## config.mk

```make
export PLATFORM = sky130hd
export DESIGN_NAME = vt_bias_ctrl
export DESIGN_NICKNAME = d
export VERILOG_FILES = /design/src/rtl/vt_bias_pkg.sv /design/src/rtl/vt_edge_sync.sv /design/src/rtl/vt_window_meter.sv /design/src/rtl/vt_bias_stepper.sv /design/src/rtl/vt_bias_ctrl.sv
export SDC_FILE = /design/constraint.sdc
export NUM_CORES = 1
export LEC_CHECK = 0
export ABC_AREA = 1
export BUFFER_PORTS_ARGS = -buffer_cell sky130_fd_sc_hd__buf_2
export CAP_MARGIN = 10
export CORE_MARGIN = 1.5
export CORE_UTILIZATION = 50
export CTS_CLUSTER_SIZE = 25
export DETAILED_ROUTE_END_ITERATION = 8
export PLACE_DENSITY = 0.68
export SLEW_MARGIN = 20
export SYNTH_ARGS = -nofsm -noshare
export SYNTH_HDL_FRONTEND = slang
export SYNTH_SLANG_ARGS = --single-unit
```

## constraint.sdc

```tcl
create_clock -name clk -period 3.8 [get_ports clk]
set_input_delay 0.19 -clock clk [delete_from_list [all_inputs] [get_ports clk]]
set_output_delay 0.19 -clock clk [all_outputs]
set_load 0.1 [all_outputs]
```

## src/rtl/vt_bias_pkg.sv

```systemverilog
// Shared types for the threshold body-bias loop controller.
// Assumes nothing beyond IEEE 1800-2017 synthesizable subset.
package vt_bias_pkg;

    // Decision reported per measurement window.
    typedef enum logic [1:0] {
        DIR_HOLD = 2'b00,
        DIR_UP   = 2'b01,
        DIR_DOWN = 2'b10
    } bias_dir_e;

endpackage

```

## src/rtl/vt_edge_sync.sv

```systemverilog
// Brings an asynchronous oscillator into the clk domain through a chain
// of flops and emits a one-cycle pulse per rising edge.
// Assumes the input's high and low phases each last longer than one clk period.
module vt_edge_sync #(
    parameter int STAGES = 2
) (
    input  logic clk,
    input  logic rst_n,
    input  logic async_in,
    output logic rise_pulse
);
    localparam int DEPTH = (STAGES < 2) ? 2 : STAGES;

    logic [DEPTH-1:0] chain;
    logic             last_lvl;

    // Synchronizer chain plus one delayed copy for edge detection.
    always_ff @(posedge clk) begin
        if (!rst_n) begin
            chain    <= '0;
            last_lvl <= 1'b0;
        end else begin
            chain    <= {chain[DEPTH-2:0], async_in};
            last_lvl <= chain[DEPTH-1];
        end
    end

    // Rising edge of the synchronized level.
    always_comb rise_pulse = chain[DEPTH-1] & ~last_lvl;

endmodule

```

## src/rtl/vt_window_meter.sv

```systemverilog
// Counts edge pulses over consecutive windows of WIN_LEN clk cycles.
// win_done marks the last cycle of a window; win_total then includes
// that cycle's pulse. Holding run low clears and freezes the window.
module vt_window_meter #(
    parameter int WIN_LEN = 256
) (
    input  logic                          clk,
    input  logic                          rst_n,
    input  logic                          run,
    input  logic                          edge_pulse,
    output logic                          win_done,
    output logic [$clog2(WIN_LEN+1)-1:0]  win_total
);
    localparam int CNT_W  = $clog2(WIN_LEN + 1);
    localparam int WCNT_W = (WIN_LEN > 1) ? $clog2(WIN_LEN) : 1;
    localparam logic [WCNT_W-1:0] LAST = WCNT_W'(WIN_LEN - 1);

    logic [WCNT_W-1:0] cyc_cnt;
    logic [CNT_W-1:0]  edge_cnt;

    // End-of-window strobe and the completed total.
    always_comb begin
        win_done  = run && (cyc_cnt == LAST);
        win_total = edge_cnt + CNT_W'(edge_pulse);
    end

    // Window position and running edge tally.
    always_ff @(posedge clk) begin
        if (!rst_n || !run || win_done) begin
            cyc_cnt  <= '0;
            edge_cnt <= '0;
        end else begin
            cyc_cnt  <= cyc_cnt + 1'b1;
            edge_cnt <= edge_cnt + CNT_W'(edge_pulse);
        end
    end

endmodule

```

## src/rtl/vt_bias_stepper.sv

```systemverilog
// Turns each window total into a bang-bang decision, steps a saturating
// bias code, and tracks consecutive in-band windows for the settled flag.
// Assumes win_done is a single-cycle strobe.
module vt_bias_stepper
    import vt_bias_pkg::*;
#(
    parameter int WIN_LEN     = 256,
    parameter int TARGET_CNT  = 64,
    parameter int DEAD_BAND   = 2,
    parameter int SETTLE_WINS = 4,
    parameter int CODE_W      = 5
) (
    input  logic                          clk,
    input  logic                          rst_n,
    input  logic                          force_zero,
    input  logic                          win_done,
    input  logic [$clog2(WIN_LEN+1)-1:0]  win_total,
    output logic [CODE_W-1:0]             bias_code,
    output bias_dir_e                     bias_dir,
    output logic                          settled
);
    localparam int BAND_HI = TARGET_CNT + DEAD_BAND;
    localparam int BAND_LO = TARGET_CNT - DEAD_BAND;
    localparam int SC_W    = $clog2(SETTLE_WINS + 1);
    localparam logic [CODE_W-1:0] CODE_MAX = '1;
    localparam logic [SC_W-1:0]   SC_FULL  = SC_W'(SETTLE_WINS);

    bias_dir_e       decision;
    logic [SC_W-1:0] calm_cnt;
    int              total_i;

    // Compare the window total against the dead band.
    always_comb begin
        total_i = int'(win_total);
        if (total_i > BAND_HI)      decision = DIR_UP;
        else if (total_i < BAND_LO) decision = DIR_DOWN;
        else                        decision = DIR_HOLD;
    end

    // Saturating code step and decision register.
    always_ff @(posedge clk) begin
        if (!rst_n || force_zero) begin
            bias_code <= '0;
            bias_dir  <= DIR_HOLD;
        end else if (win_done) begin
            bias_dir <= decision;
            if (decision == DIR_UP && bias_code != CODE_MAX)
                bias_code <= bias_code + 1'b1;
            else if (decision == DIR_DOWN && bias_code != '0)
                bias_code <= bias_code - 1'b1;
        end
    end

    // Run length of consecutive in-band windows, saturating at SETTLE_WINS.
    always_ff @(posedge clk) begin
        if (!rst_n || force_zero) begin
            calm_cnt <= '0;
        end else if (win_done) begin
            if (decision != DIR_HOLD)  calm_cnt <= '0;
            else if (calm_cnt != SC_FULL) calm_cnt <= calm_cnt + 1'b1;
        end
    end

    // Settled once the run length is reached.
    always_comb settled = (calm_cnt == SC_FULL);

endmodule

```

## src/rtl/vt_bias_ctrl.sv

```systemverilog
// Top of the threshold body-bias loop. Synchronizes the replica oscillator,
// measures it per window, and steps the bias code. perf_mode pins the code
// at zero and suspends measurement. perf_mode is assumed synchronous to clk.
module vt_bias_ctrl
    import vt_bias_pkg::*;
#(
    parameter int WIN_LEN     = 256,
    parameter int TARGET_CNT  = 64,
    parameter int DEAD_BAND   = 2,
    parameter int SETTLE_WINS = 4,
    parameter int CODE_W      = 5,
    parameter int SYNC_STAGES = 2
) (
    input  logic              clk,
    input  logic              rst_n,
    input  logic              replica_clk,
    input  logic              perf_mode,
    output logic [CODE_W-1:0] bias_code,
    output logic [1:0]        bias_dir,
    output logic              settled
);
    localparam int CNT_W = $clog2(WIN_LEN + 1);

    logic             rep_rise;
    logic             win_done;
    logic [CNT_W-1:0] win_total;
    bias_dir_e        dir_q;

    vt_edge_sync #(.STAGES(SYNC_STAGES)) u_sync (
        .clk       (clk),
        .rst_n     (rst_n),
        .async_in  (replica_clk),
        .rise_pulse(rep_rise)
    );

    vt_window_meter #(.WIN_LEN(WIN_LEN)) u_meter (
        .clk       (clk),
        .rst_n     (rst_n),
        .run       (~perf_mode),
        .edge_pulse(rep_rise),
        .win_done  (win_done),
        .win_total (win_total)
    );

    vt_bias_stepper #(
        .WIN_LEN    (WIN_LEN),
        .TARGET_CNT (TARGET_CNT),
        .DEAD_BAND  (DEAD_BAND),
        .SETTLE_WINS(SETTLE_WINS),
        .CODE_W     (CODE_W)
    ) u_step (
        .clk       (clk),
        .rst_n     (rst_n),
        .force_zero(perf_mode),
        .win_done  (win_done),
        .win_total (win_total),
        .bias_code (bias_code),
        .bias_dir  (dir_q),
        .settled   (settled)
    );

    // Present the decision as a plain two-bit port.
    always_comb bias_dir = dir_q;

endmodule

```

==> results of run 1 <==
==> flip-flops by register name (all words and copies together) (netlist names) <==
| register | flops |
|---|---|
| u_meter.cyc_cnt | 8 |
| u_meter.edge_cnt | 9 |
| u_step.bias_code | 5 |
| u_step.bias_dir | 2 |
| u_step.calm_cnt | 3 |
| u_sync.chain | 2 |
| u_sync.last_lvl | 1 |
==> how the worst max path moves through the flow <==
stage,startpoint,endpoint,cells past startpoint
2_1_floorplan,u_step.bias_code[2]$_SDFFE_PP0P_,u_step.bias_code[4]$_SDFFE_PP0P_,12
4_1_cts,u_sync.chain[1]$_SDFF_PN0_,u_step.bias_code[4]$_SDFFE_PP0P_,19
6_report,u_sync.chain[1]$_SDFF_PN0_,u_step.bias_code[4]$_SDFFE_PP0P_,19
3_5_place_dp,u_sync.chain[1]$_SDFF_PN0_,u_step.bias_code[4]$_SDFFE_PP0P_,18
5_1_grt,u_sync.chain[1]$_SDFF_PN0_,u_step.bias_code[4]$_SDFFE_PP0P_,19
3_3_place_gp,u_sync.chain[1]$_SDFF_PN0_,u_step.bias_code[4]$_SDFFE_PP0P_,18
==> per-stage QoR <==
step | power [mW] | hold slack, ns | cells | setup slack (ns) | utilization [%]
5_1_grt | 0.5550 | 0.03392 | 273 | 0.5609 | 58.06
6_report | 0.5255 | 0.03972 | 273 | 0.8400 | 58.06
3_5_place_dp | 0.3387 | 0.3836 | 265 | 0.8512 | 56.07
3_3_place_gp | 0.3380 | 0.3715 | 265 | 0.9855 | 56.07
4_1_cts | 0.5372 | 0.02169 | 273 | 0.8389 | 58.06
2_1_floorplan | 0.3338 | 0.2835 | 211 | 1.026 | -
==> cell usage after synthesis (all sizes together) <==
cell    number
a211oi       1
a21o         1
a21oi       11
a31oi        1
and3         1
buf          1
dfxtp       30
fa           1
ha           8
inv         33
nand2       46
nand3       14
nand3b       1
nand4        7
nor2        35
nor3         5
nor3b        1
o21ai        6
o21bai       2
xnor2        1
xor2         5
==> cell type report <==
class / instances / area [µm²] / share of cell area (%)
Clock buffer: 7 / 55.05 / 3.132
Clock inverter: 1 / 5.005 / 0.2847
Inverter: 33 / 123.9 / 7.046
Multi-Input combinational cell: 147 / 863.3 / 49.11
Sequential cell: 30 / 600.6 / 34.16
Tap cell: 44 / 55.05 / 3.132
Timing Repair Buffer: 11 / 55.05 / 3.132
==> worst max-delay path: cells and delay by family (launching register included) <==
| family | cells | cell delay [ns] |
|---|---|---|
| flops | 1 | 0.34 |
| buf+inv | 3 | 0.17 |
| fa+ha+maj | 3 | 0.81 |
| compound gates | 4 | 0.74 |
| simple gates | 9 | 0.82 |
==> metal layers <==
metal	GRT usage [%]	wire [µm]	vias up	share of wire, %
met5	0	0	-	0
met4	9.416	53	0	1.8
li1	-	-	709	-
met3	6.114	102	6	3.5
met2	32.18	1410	18	49
met1	22.52	1328	596	46
==> report_power, final <==
part	total (mW)	internal, mW	switching [mW]
registers	0.318	0.317	0.00143
logic	0.0130	0.00395	0.00907
clock network	0.194	0.0895	0.105
total	0.526	0.410	0.115
==> placed cells by master, fill, tap and decap left out, drive strengths merged, types with 2 or more instances in the layout <==
cell type	instances
nand2	46
nor2	35
inv	33
dfxtp	30
nand3	14
buf	11
a21oi	11
ha	8
nand4	7
clkbuf	7
o21ai	6
nor3	5
xor2	5
o21bai	2
==> cell families (layout without fill, tap and decap cells) <==
group	count (synthesis)	after routing	share of synthesized area (%)
flip-flops	30	30	37.71
AO/OA/AOI/OAI	22	22	8.877
AND/OR/NAND/NOR	110	110	34.49
XOR/XNOR	6	6	3.299
buffers and inverters	34	52	8.091
adder cells (fa/ha/maj)	9	9	7.542
==> run_results.csv, run 1 <==
group,metric,value,unit
power_and_ir_drop,p_leak,0.7891,nW
setup_path,cp_max_fo,7,
cts,cts.clk_slew.worst_paths,0.09,ns
synth,synth_cells,211,
power_and_ir_drop,p_per_area,298.9,nW/µm²
min_path,hp-class,"in2reg",
synth,ys_ff_latch,30,
synth,yosysUniqueCellTypes,30,
layout,drive_above_1_share,17.03,%
cts,cts-root-buf,"clkbuf_4",
setup_path,r2r-end,"u_step.bias_code[4]$_SDFFE_PP0P_",
floorplanning,pin_count,12,
cts,clk-insertion-delay-late,0.33,ns
min_path,min_from,"replica_clk",
setup_path,cp_slowest_cell,"ha_1",
setup_path,reg2reg_slack,0.84,ns
cts,htree_levels,2,
route,first_pass_iters,4,
route,vias,1329,
layout,fillers,297,
outcome,outcome,"finished, final reports clean",
synth,syn_nets,224,
layout,syn_to_final_growth,10.37,%
setup_path,crit_path_end_kind,"flop",
global_route,grt_pass1_vias,1230,
synth,avgSynthCellArea,7.549,µm²
cts,clockBufferDepth,2,
cts,cts_made_buffers,5,
cts,ctsResizeCount,0,
floorplanning,die_area,3533,µm²
sta,relSlewSlack,63.44,%
global_route,grtUsageTotal,19.43,%
route,drt-total-wl,2894,µm
layout,layout.nets,241,
cts,cts_hold_buf,0,
global_route,grt_overflow,0,
floorplanning,die_h,59.44,µm
job,drv_cap,0,
synth,netlist_area,1593,µm²
floorplanning,design.core.area,3028,µm²
route,avgRoutedWirePerCell,10.60,µm
sta,hold_viol_final,0,
route,vias_per_cell,4.868,
placement,place.port_buffers,11,
setup_path,cp.arrival,3.19,ns
global_route,antenna_found_initial,0,
synth,yosysTopAreaCell,"dfxtp_1",
route,drt_iter0_drc,41,
sta,tns,0,ns
placement,dp.final_hpwl,2243,µm
sta,rsz0062_at_grt,"no",
sta,setup_viol,0,
setup_path,ff2ff_path_depth,19,
synth,synth_top_area_share,37.71,%
sta,finalCritPeriodShare,77.90,%
min_path,min_to,"u_sync.chain[0]$_SDFF_PN0_",
cts,clock_sinks,30,
layout,final_area,1758,µm²
sta,skew,0.006631,ns
floorplanning,initial_core_util,52.60,%
setup_path,required,4.03,ns
sta,fmax,337.8,MHz
setup_path,start_kind,"flop",
layout,antenna_cells,0,
cts,postCtsSetupBuffers,0,
cts,cts_tree,"yes",
sta,max_slew.worst_pin.slew,0.5470,ns
synth,ys_warn_count,0,
setup_path,timing.rr.start,"u_sync.chain[1]$_SDFF_PN0_",
global_route,grt_max_degree,17,
min_path,worstHoldPathCells,3,
setup_path,crit_chain,"inv_1, nor2_1, ha_1, ha_1, nand3_2, o21bai_1, nand2_2, inv_1, nand2_1, nand2_2, nand3_4, ha_1, a21o_1, a31oi_1, inv_1, nand4_1, nand2_1, a21oi_1, nor2_1",
global_route,grt_first_pass_wirelength,5106,µm
synth,synth_area_leaders,"dfxtp_1 (38%), nand2_1 (9.4%), inv_1 (7.3%), nor2_1 (7.1%), ha_1 (6.3%)",
setup_path,cpPeakStageDelay,0.35,ns
route,drc_errors,0,
setup_path,critPathKind,"reg2reg",
route,ant_nets,0,
power_and_ir_drop,max-vdd-ir-drop,173.7,µV
placement,dpl_cell_area,1698,µm²
sta,finalCriticalPeriod,2.960,ns
synth,ys_seq_area_share,37.71,%
placement,gp_congestion,0.8911,
sta,slew_violations,0,
floorplanning,die_w,59.44,µm
floorplanning,std_cell_rows,20,
No activity file was read; power rests on OpenSTA's default activity.
==> run 2: changes to the inputs <==
==> constraint.sdc (replaced) <==
create_clock -name clk -period 2.75 [get_ports clk]
set_input_delay 0.1375 -clock clk [delete_from_list [all_inputs] [get_ports clk]]
set_output_delay 0.1375 -clock clk [all_outputs]
set_load 0.1 [all_outputs]
==> run 2 against run 1 <==
Against the previous run:
- count of clock-buffer cells in the layout is 1 lower
- total power is 36% higher
- global-route usage grew 0.77 points
==> run_results.csv, run 2 (synthesis gave the netlist of run 1 again) <==
group,metric,value,unit
floorplanning,design.core.area,3028,µm²
sta,hold_viol_final,0,
floorplanning,die_w,59.44,µm
layout,mostFrequentLayoutCell,"nand2_1",
floorplanning,std_cell_rows,20,
cts,clockBufferDepth,2,
cts,clock_sinks,30,
route,vias_per_cell,4.898,
outcome,outcome,"finished, final reports clean",
cts,cts-root-buf,"clkbuf_4",
cts,htree_levels,2,
route,vias,1386,
route,drt_iter0_drc,34,
layout,final_cell_mix,"nand2_1 (37), inv_1 (28), nor2_1 (28)",
floorplanning,pin_count,12,
power_and_ir_drop,max-vdd-ir-drop,260.8,µV
placement,preCtsSetupSlack,-0.05052,ns
sta,rsz0062_at_grt,"yes",
route,ant_nets,0,
sta,finalCriticalPeriod,2.671,ns
min_path,hp-class,"in2reg",
sta,setup_viol,0,
setup_path,start_kind,"flop",
setup_path,crit_path_end_kind,"flop",
floorplanning,die_area,3533,µm²
cts,cts_tree,"yes",
setup_path,cp.arrival,2.90,ns
sta,fmax,374.3,MHz
setup_path,critPathKind,"reg2reg",
layout,largest_register_ffs,9,
layout,layout.nets,253,
layout,syn_to_final_growth,23.88,%
floorplanning,die_h,59.44,µm
placement,place.port_buffers,11,
setup_path,required,2.98,ns
layout,drive_above_1_share,29.29,%
placement,place_inst,270,
cts,clk-insertion-delay-late,0.33,ns
global_route,grt_pass1_vias,1279,
cts,cts.clk_slew.worst_paths,0.08,ns
sta,finalCritPeriodShare,97.14,%
setup_path,cp_max_fo,5,
floorplanning,initial_core_util,52.60,%
layout,antenna_cells,0,
placement,dp.final_hpwl,2186,µm
power_and_ir_drop,p_per_area,361.1,nW/µm²
sta,max_slew.worst_pin.slew,0.5500,ns
sta,holdWs,0.04092,ns
route,first_pass_iters,4,
power_and_ir_drop,p_leak,0.8401,nW
sta,setup_ws,0.07860,ns
cts,cts_made_buffers,5,
job,drv_cap,0,
global_route,grt_first_pass_wirelength,5257,µm
setup_path,ff2ff_path_depth,18,
route,drc_errors,0,
layout,stdcell_count,283,
placement,gp_congestion,0.8254,
sta,relSlewSlack,63.24,%
layout,biggestRegsByFlops,"u_meter.edge_cnt (9), u_meter.cyc_cnt (8), u_step.bias_code (5)",
global_route,antenna_found_initial,0,
sta,tns,0,ns
sta,slew_violations,0,
route,avgRoutedWirePerCell,11.26,µm
sta,skew,0.004682,ns
layout,regMostFlops,"u_meter.edge_cnt",
global_route,grtUsageTotal,20.20,%
global_route,grt_max_degree,17,
layout,final_util,65.17,%
route,drt-total-wl,3187,µm
global_route,grt_overflow,0,
min_path,worstHoldPathCells,3,
run 2: what timing repair did:
action	in CTS	in global routing
setup buffers	3	4
gates resized for setup	9	19
endpoints found under the setup margin	1	3
pin swaps	6	24
hold endpoints to repair	1	0
cloned	0	0
hold buffers	1	0
run 2: critical path: stages (launching register included):
cell      delay, ns
dfxtp_2        0.34
inv_2          0.03
nor2_2         0.09
ha_2           0.20
ha_4           0.16
nand3_4        0.10
o21bai_1       0.19
nand2_2        0.11
inv_2          0.06
nand2_2        0.06
nand2_4        0.09
nand3_4        0.12
fa_2           0.41
a31oi_4        0.20
inv_2          0.04
nand4_1        0.06
nand2_1        0.10
a21oi_2        0.16
nor2_1         0.05
run 2: power by group:
| part | switching (mW) | leakage [nW] | internal [mW] |
|---|---|---|---|
| clock | 0.138 | 0.0302 | 0.115 |
| sequential | 0.00209 | 0.244 | 0.438 |
| combinational | 0.0128 | 0.566 | 0.00687 |
| total | 0.153 | 0.840 | 0.559 |
run 2: cell type report:
type	instances	area [µm²]
clock buffers	6	51.30
fillers	265	1055
flip-flops and latches	30	604.3
multi-input cells	147	983.4
inverters	33	123.9
repair buffers	23	155.1
well taps	44	55.05
run 2: metal layers:
metal / global-route usage [%] / part of all wire (%)
met2: 34.54 / 51
met4: 10.71 / 2.9
met5: 0 / 0
met1: 22.37 / 44
met3: 5.895 / 3.0
run 2: through the flow:
step | cell area, µm² | total power, mW
6_report | 1973 | 0.7125
3_3_place_gp | 1738 | 0.4671
2_1_floorplan | 1595 | 0.4613
5_1_grt | 1973 | 0.7496
3_5_place_dp | 1738 | 0.4678
4_1_cts | 1867 | 0.7237
run 2: worst paths after layout:
kind	startpoint	endpoint	slack, ns
setup reg to reg	u_sync.chain[1]$_SDFF_PN0_	u_step.bias_code[4]$_SDFFE_PP0P_	0.08
setup / recovery	u_sync.chain[1]$_SDFF_PN0_	u_step.bias_code[4]$_SDFFE_PP0P_	0.08
hold reg to reg	u_sync.chain[0]$_SDFF_PN0_	u_sync.chain[1]$_SDFF_PN0_	0.42
hold / removal	rst_n	u_sync.last_lvl$_SDFF_PN0_	0.04
==> run 3: changes to the inputs <==
--- a/config.mk
+++ b/config.mk
@@ -13,6 +13,7 @@
 export CTS_CLUSTER_SIZE = 25
 export DETAILED_ROUTE_END_ITERATION = 8
 export PLACE_DENSITY = 0.68
+export REMOVE_ABC_BUFFERS = 1
 export SLEW_MARGIN = 20
 export SYNTH_ARGS = -nofsm -noshare
 export SYNTH_HDL_FRONTEND = slang
==> run 3 against run 2 <==
Against the previous run:
- fmax is 2.6% lower
- critical path depth increased by 1
- via count grew 2.2%
- flip-flop and latch count stayed put
- sequential share of layout area decreased by 0.20 points
- register-to-register slack lost 0.07 ns
- core utilization is 0.17 points higher
- critical endpoint unchanged
- highest routed layer unchanged
==> run_results.csv, run 3 (synthesis gave the netlist of run 1 again) <==
group,metric,value,unit
route,ant_nets,0,
layout,antenna_cells,0,
setup_path,critPathCapture,"u_step.bias_code[4]$_SDFFE_PP0P_",
setup_path,ff2ff_path_depth,19,
setup_path,cpPeakStageDelay,0.34,ns
setup_path,r2r-end,"u_step.bias_code[4]$_SDFFE_PP0P_",
floorplanning,std_cell_rows,20,
sta,finalCriticalPeriod,2.743,ns
power_and_ir_drop,p_per_area,373.8,nW/µm²
global_route,grt_overflow,0,
setup_path,crit_path_end_kind,"flop",
setup_path,critPathKind,"reg2reg",
sta,setup_viol,0,
layout,largest_register_ffs,9,
sta,hold_viol_final,0,
route,vias_per_cell,4.951,
layout,biggestRegsByFlops,"u_meter.edge_cnt (9), u_meter.cyc_cnt (8), u_step.bias_code (5)",
min_path,hp-class,"in2reg",
placement,dp.final_hpwl,2197,µm
floorplanning,die_h,59.44,µm
setup_path,crit_chain,"inv_2, nor2_2, ha_2, ha_4, nand3_4, o21bai_1, nand2_2, inv_2, nand2_2, nand2_4, nand3_4, ha_4, buf_4, a31oi_2, inv_1, nand4_1, nand2_2, a21oi_2, nor2_1",
power_and_ir_drop,p_int,0.5684,mW
cts,htree_levels,2,
layout,syn_to_final_growth,24.19,%
route,vias,1416,
sta,finalCritPeriodShare,99.75,%
cts,clock_sinks,30,
setup_path,cpLargestDelayFamily,"simple AND/OR/NAND/NOR gates",
layout,multiInputGateArea,978.4,µm²
outcome,outcome,"finished, final reports clean",
floorplanning,design.core.area,3028,µm²
cts,clockBufferDepth,2,
layout,final_area,1978,µm²
cts,cts.clk_slew.worst_paths,0.09,ns
layout,mostFrequentLayoutCell,"nand2_1",
power_and_ir_drop,max-vdd-ir-drop,319.7,µV
setup_path,required,2.98,ns
layout,fillers,274,
setup_path,cpMostUsedCell,"nand2_2",
placement,gp_congestion,0.9178,
floorplanning,initial_core_util,52.60,%
floorplanning,die_w,59.44,µm
sta,holdWs,0.03332,ns
sta,setup_ws,0.006818,ns
placement,place_inst,270,
setup_path,reg2reg_slack,0.007,ns
cts,cts_tree,"yes",
global_route,grt_pass1_vias,1227,
cts,cts-root-buf,"clkbuf_4",
setup_path,cp-startpoint,"u_sync.chain[1]$_SDFF_PN0_",
sta,fmax,364.5,MHz
sta,slew_violations,0,
layout,final-seq-area,601.8,µm²
power_and_ir_drop,p_leak,0.8507,nW
job,drv_cap,0,
placement,dpl_cell_area,1735,µm²
route,drt-total-wl,3304,µm
sta,max_slew.worst_pin.slew,0.5566,ns
route,avgRoutedWirePerCell,11.55,µm
setup_path,start_kind,"flop",
setup_path,cp_max_fo,5,
power_and_ir_drop,p_sw,0.1709,mW
route,first_pass_iters,4,
placement,place.port_buffers,11,
layout,stdcell_count,286,
layout,final_util,65.33,%
route,drc_errors,0,
layout,layout.nets,254,
power_and_ir_drop,pwr-share-seq,59.5,%
placement,preCtsSetupSlack,0.02632,ns
setup_path,timing.rr.start,"u_sync.chain[1]$_SDFF_PN0_",
floorplanning,die_area,3533,µm²
sta,rsz0062_at_grt,"yes",
power_and_ir_drop,swShare,23.12,%
cts,cts_made_buffers,5,
global_route,grt_first_pass_wirelength,5071,µm
power_and_ir_drop,clkPwrFrac,37.8,%
setup_path,cp.arrival,2.98,ns
sta,relSlewSlack,62.80,%
layout,regMostFlops,"u_meter.edge_cnt",
power_and_ir_drop,comb_power_share,2.7,%
cts,clk-insertion-delay-late,0.34,ns
setup_path,crit_buf_inv,4,
setup_path,path_depth,19,
sta,skew,0.009545,ns
layout,drive_above_1_share,30.58,%
layout,final_cell_mix,"nand2_1 (33), inv_1 (29), dfxtp_1 (29)",
global_route,grt_max_degree,17,
floorplanning,pin_count,12,
global_route,grtUsageTotal,19.22,%
setup_path,cp_slowest_cell,"dfxtp_2",
global_route,antenna_found_initial,0,
route,drt_iter0_drc,72,
-- run 3: cell count changes in the layout (fill, tap and decap cells not counted), sizes merged --
| cell | delta |
|---|---|
| clkbuf | +1 |
| clkinv | +1 |
| buf | +1 |
-- run 3: final cells by class --
class | count | area share [%]
Multi-Input combinational cell | 147 | 49.46
Sequential cell | 30 | 30.42
Timing Repair Buffer | 24 | 8.033
Inverter | 33 | 6.262
Clock buffer | 7 | 2.783
Tap cell | 44 | 2.783
Clock inverter | 1 | 0.2530
-- run 3: worst min path at each step --
| stage | depth (start not counted) | start | end | slack, ns |
|---|---|---|---|---|
| after detailed placement | 3 | replica_clk | u_sync.chain[0]$_SDFF_PN0_ | 0.33 |
| after floorplan | 2 | rst_n | u_sync.chain[0]$_SDFF_PN0_ | 0.23 |
| after global routing | 3 | rst_n | u_sync.chain[1]$_SDFF_PN0_ | 0.05 |
| final | 3 | rst_n | u_sync.last_lvl$_SDFF_PN0_ | 0.03 |
| after CTS | 3 | rst_n | u_sync.last_lvl$_SDFF_PN0_ | 0.02 |
| after global placement | 3 | replica_clk | u_sync.chain[0]$_SDFF_PN0_ | 0.32 |
-- run 3: power by group through the flow --
stage	combinational (mW)	clock (mW)	sequential [mW]
after floorplan	0.0114	0	0.449
after global placement	0.0176	0	0.450
after detailed placement	0.0179	0	0.450
after CTS	0.0190	0.284	0.440
after global routing	0.0236	0.304	0.441
final	0.0199	0.280	0.440
-- run 3: through the flow --
stage          total power [mW]  setup TNS [ns]
6_report                 0.7394               0
5_1_grt                  0.7681         -0.2797
4_1_cts                  0.7422               0
2_1_floorplan            0.4607        -0.02420
3_3_place_gp             0.4671               0
3_5_place_dp             0.4677               0
-- run 3: repair_timing --
item                                    CTS  global route
endpoints found under the setup margin    1             2
endpoints found under the hold margin     1             0
buffers inserted                          0             7
pin swaps                                 2            24
gates resized for setup                   1            31
hold buffers                              1             0
-- run 3: tightest hold or removal path, delay by kind of cell --
kind / cells / cell delay [ns]
AND/OR/NAND/NOR: 1 / 0.05
buffers and inverters: 2 / 0.16
-- run 3: layer usage --
metal | track usage [%] | vias to the layer above | wire length, µm
li1 | - | 733 | -
met1 | 23.11 | 658 | 1491
met2 | 31.08 | 20 | 1660
met3 | 5.895 | 5 | 102
met4 | 9.091 | 0 | 49
met5 | 0 | - | 0
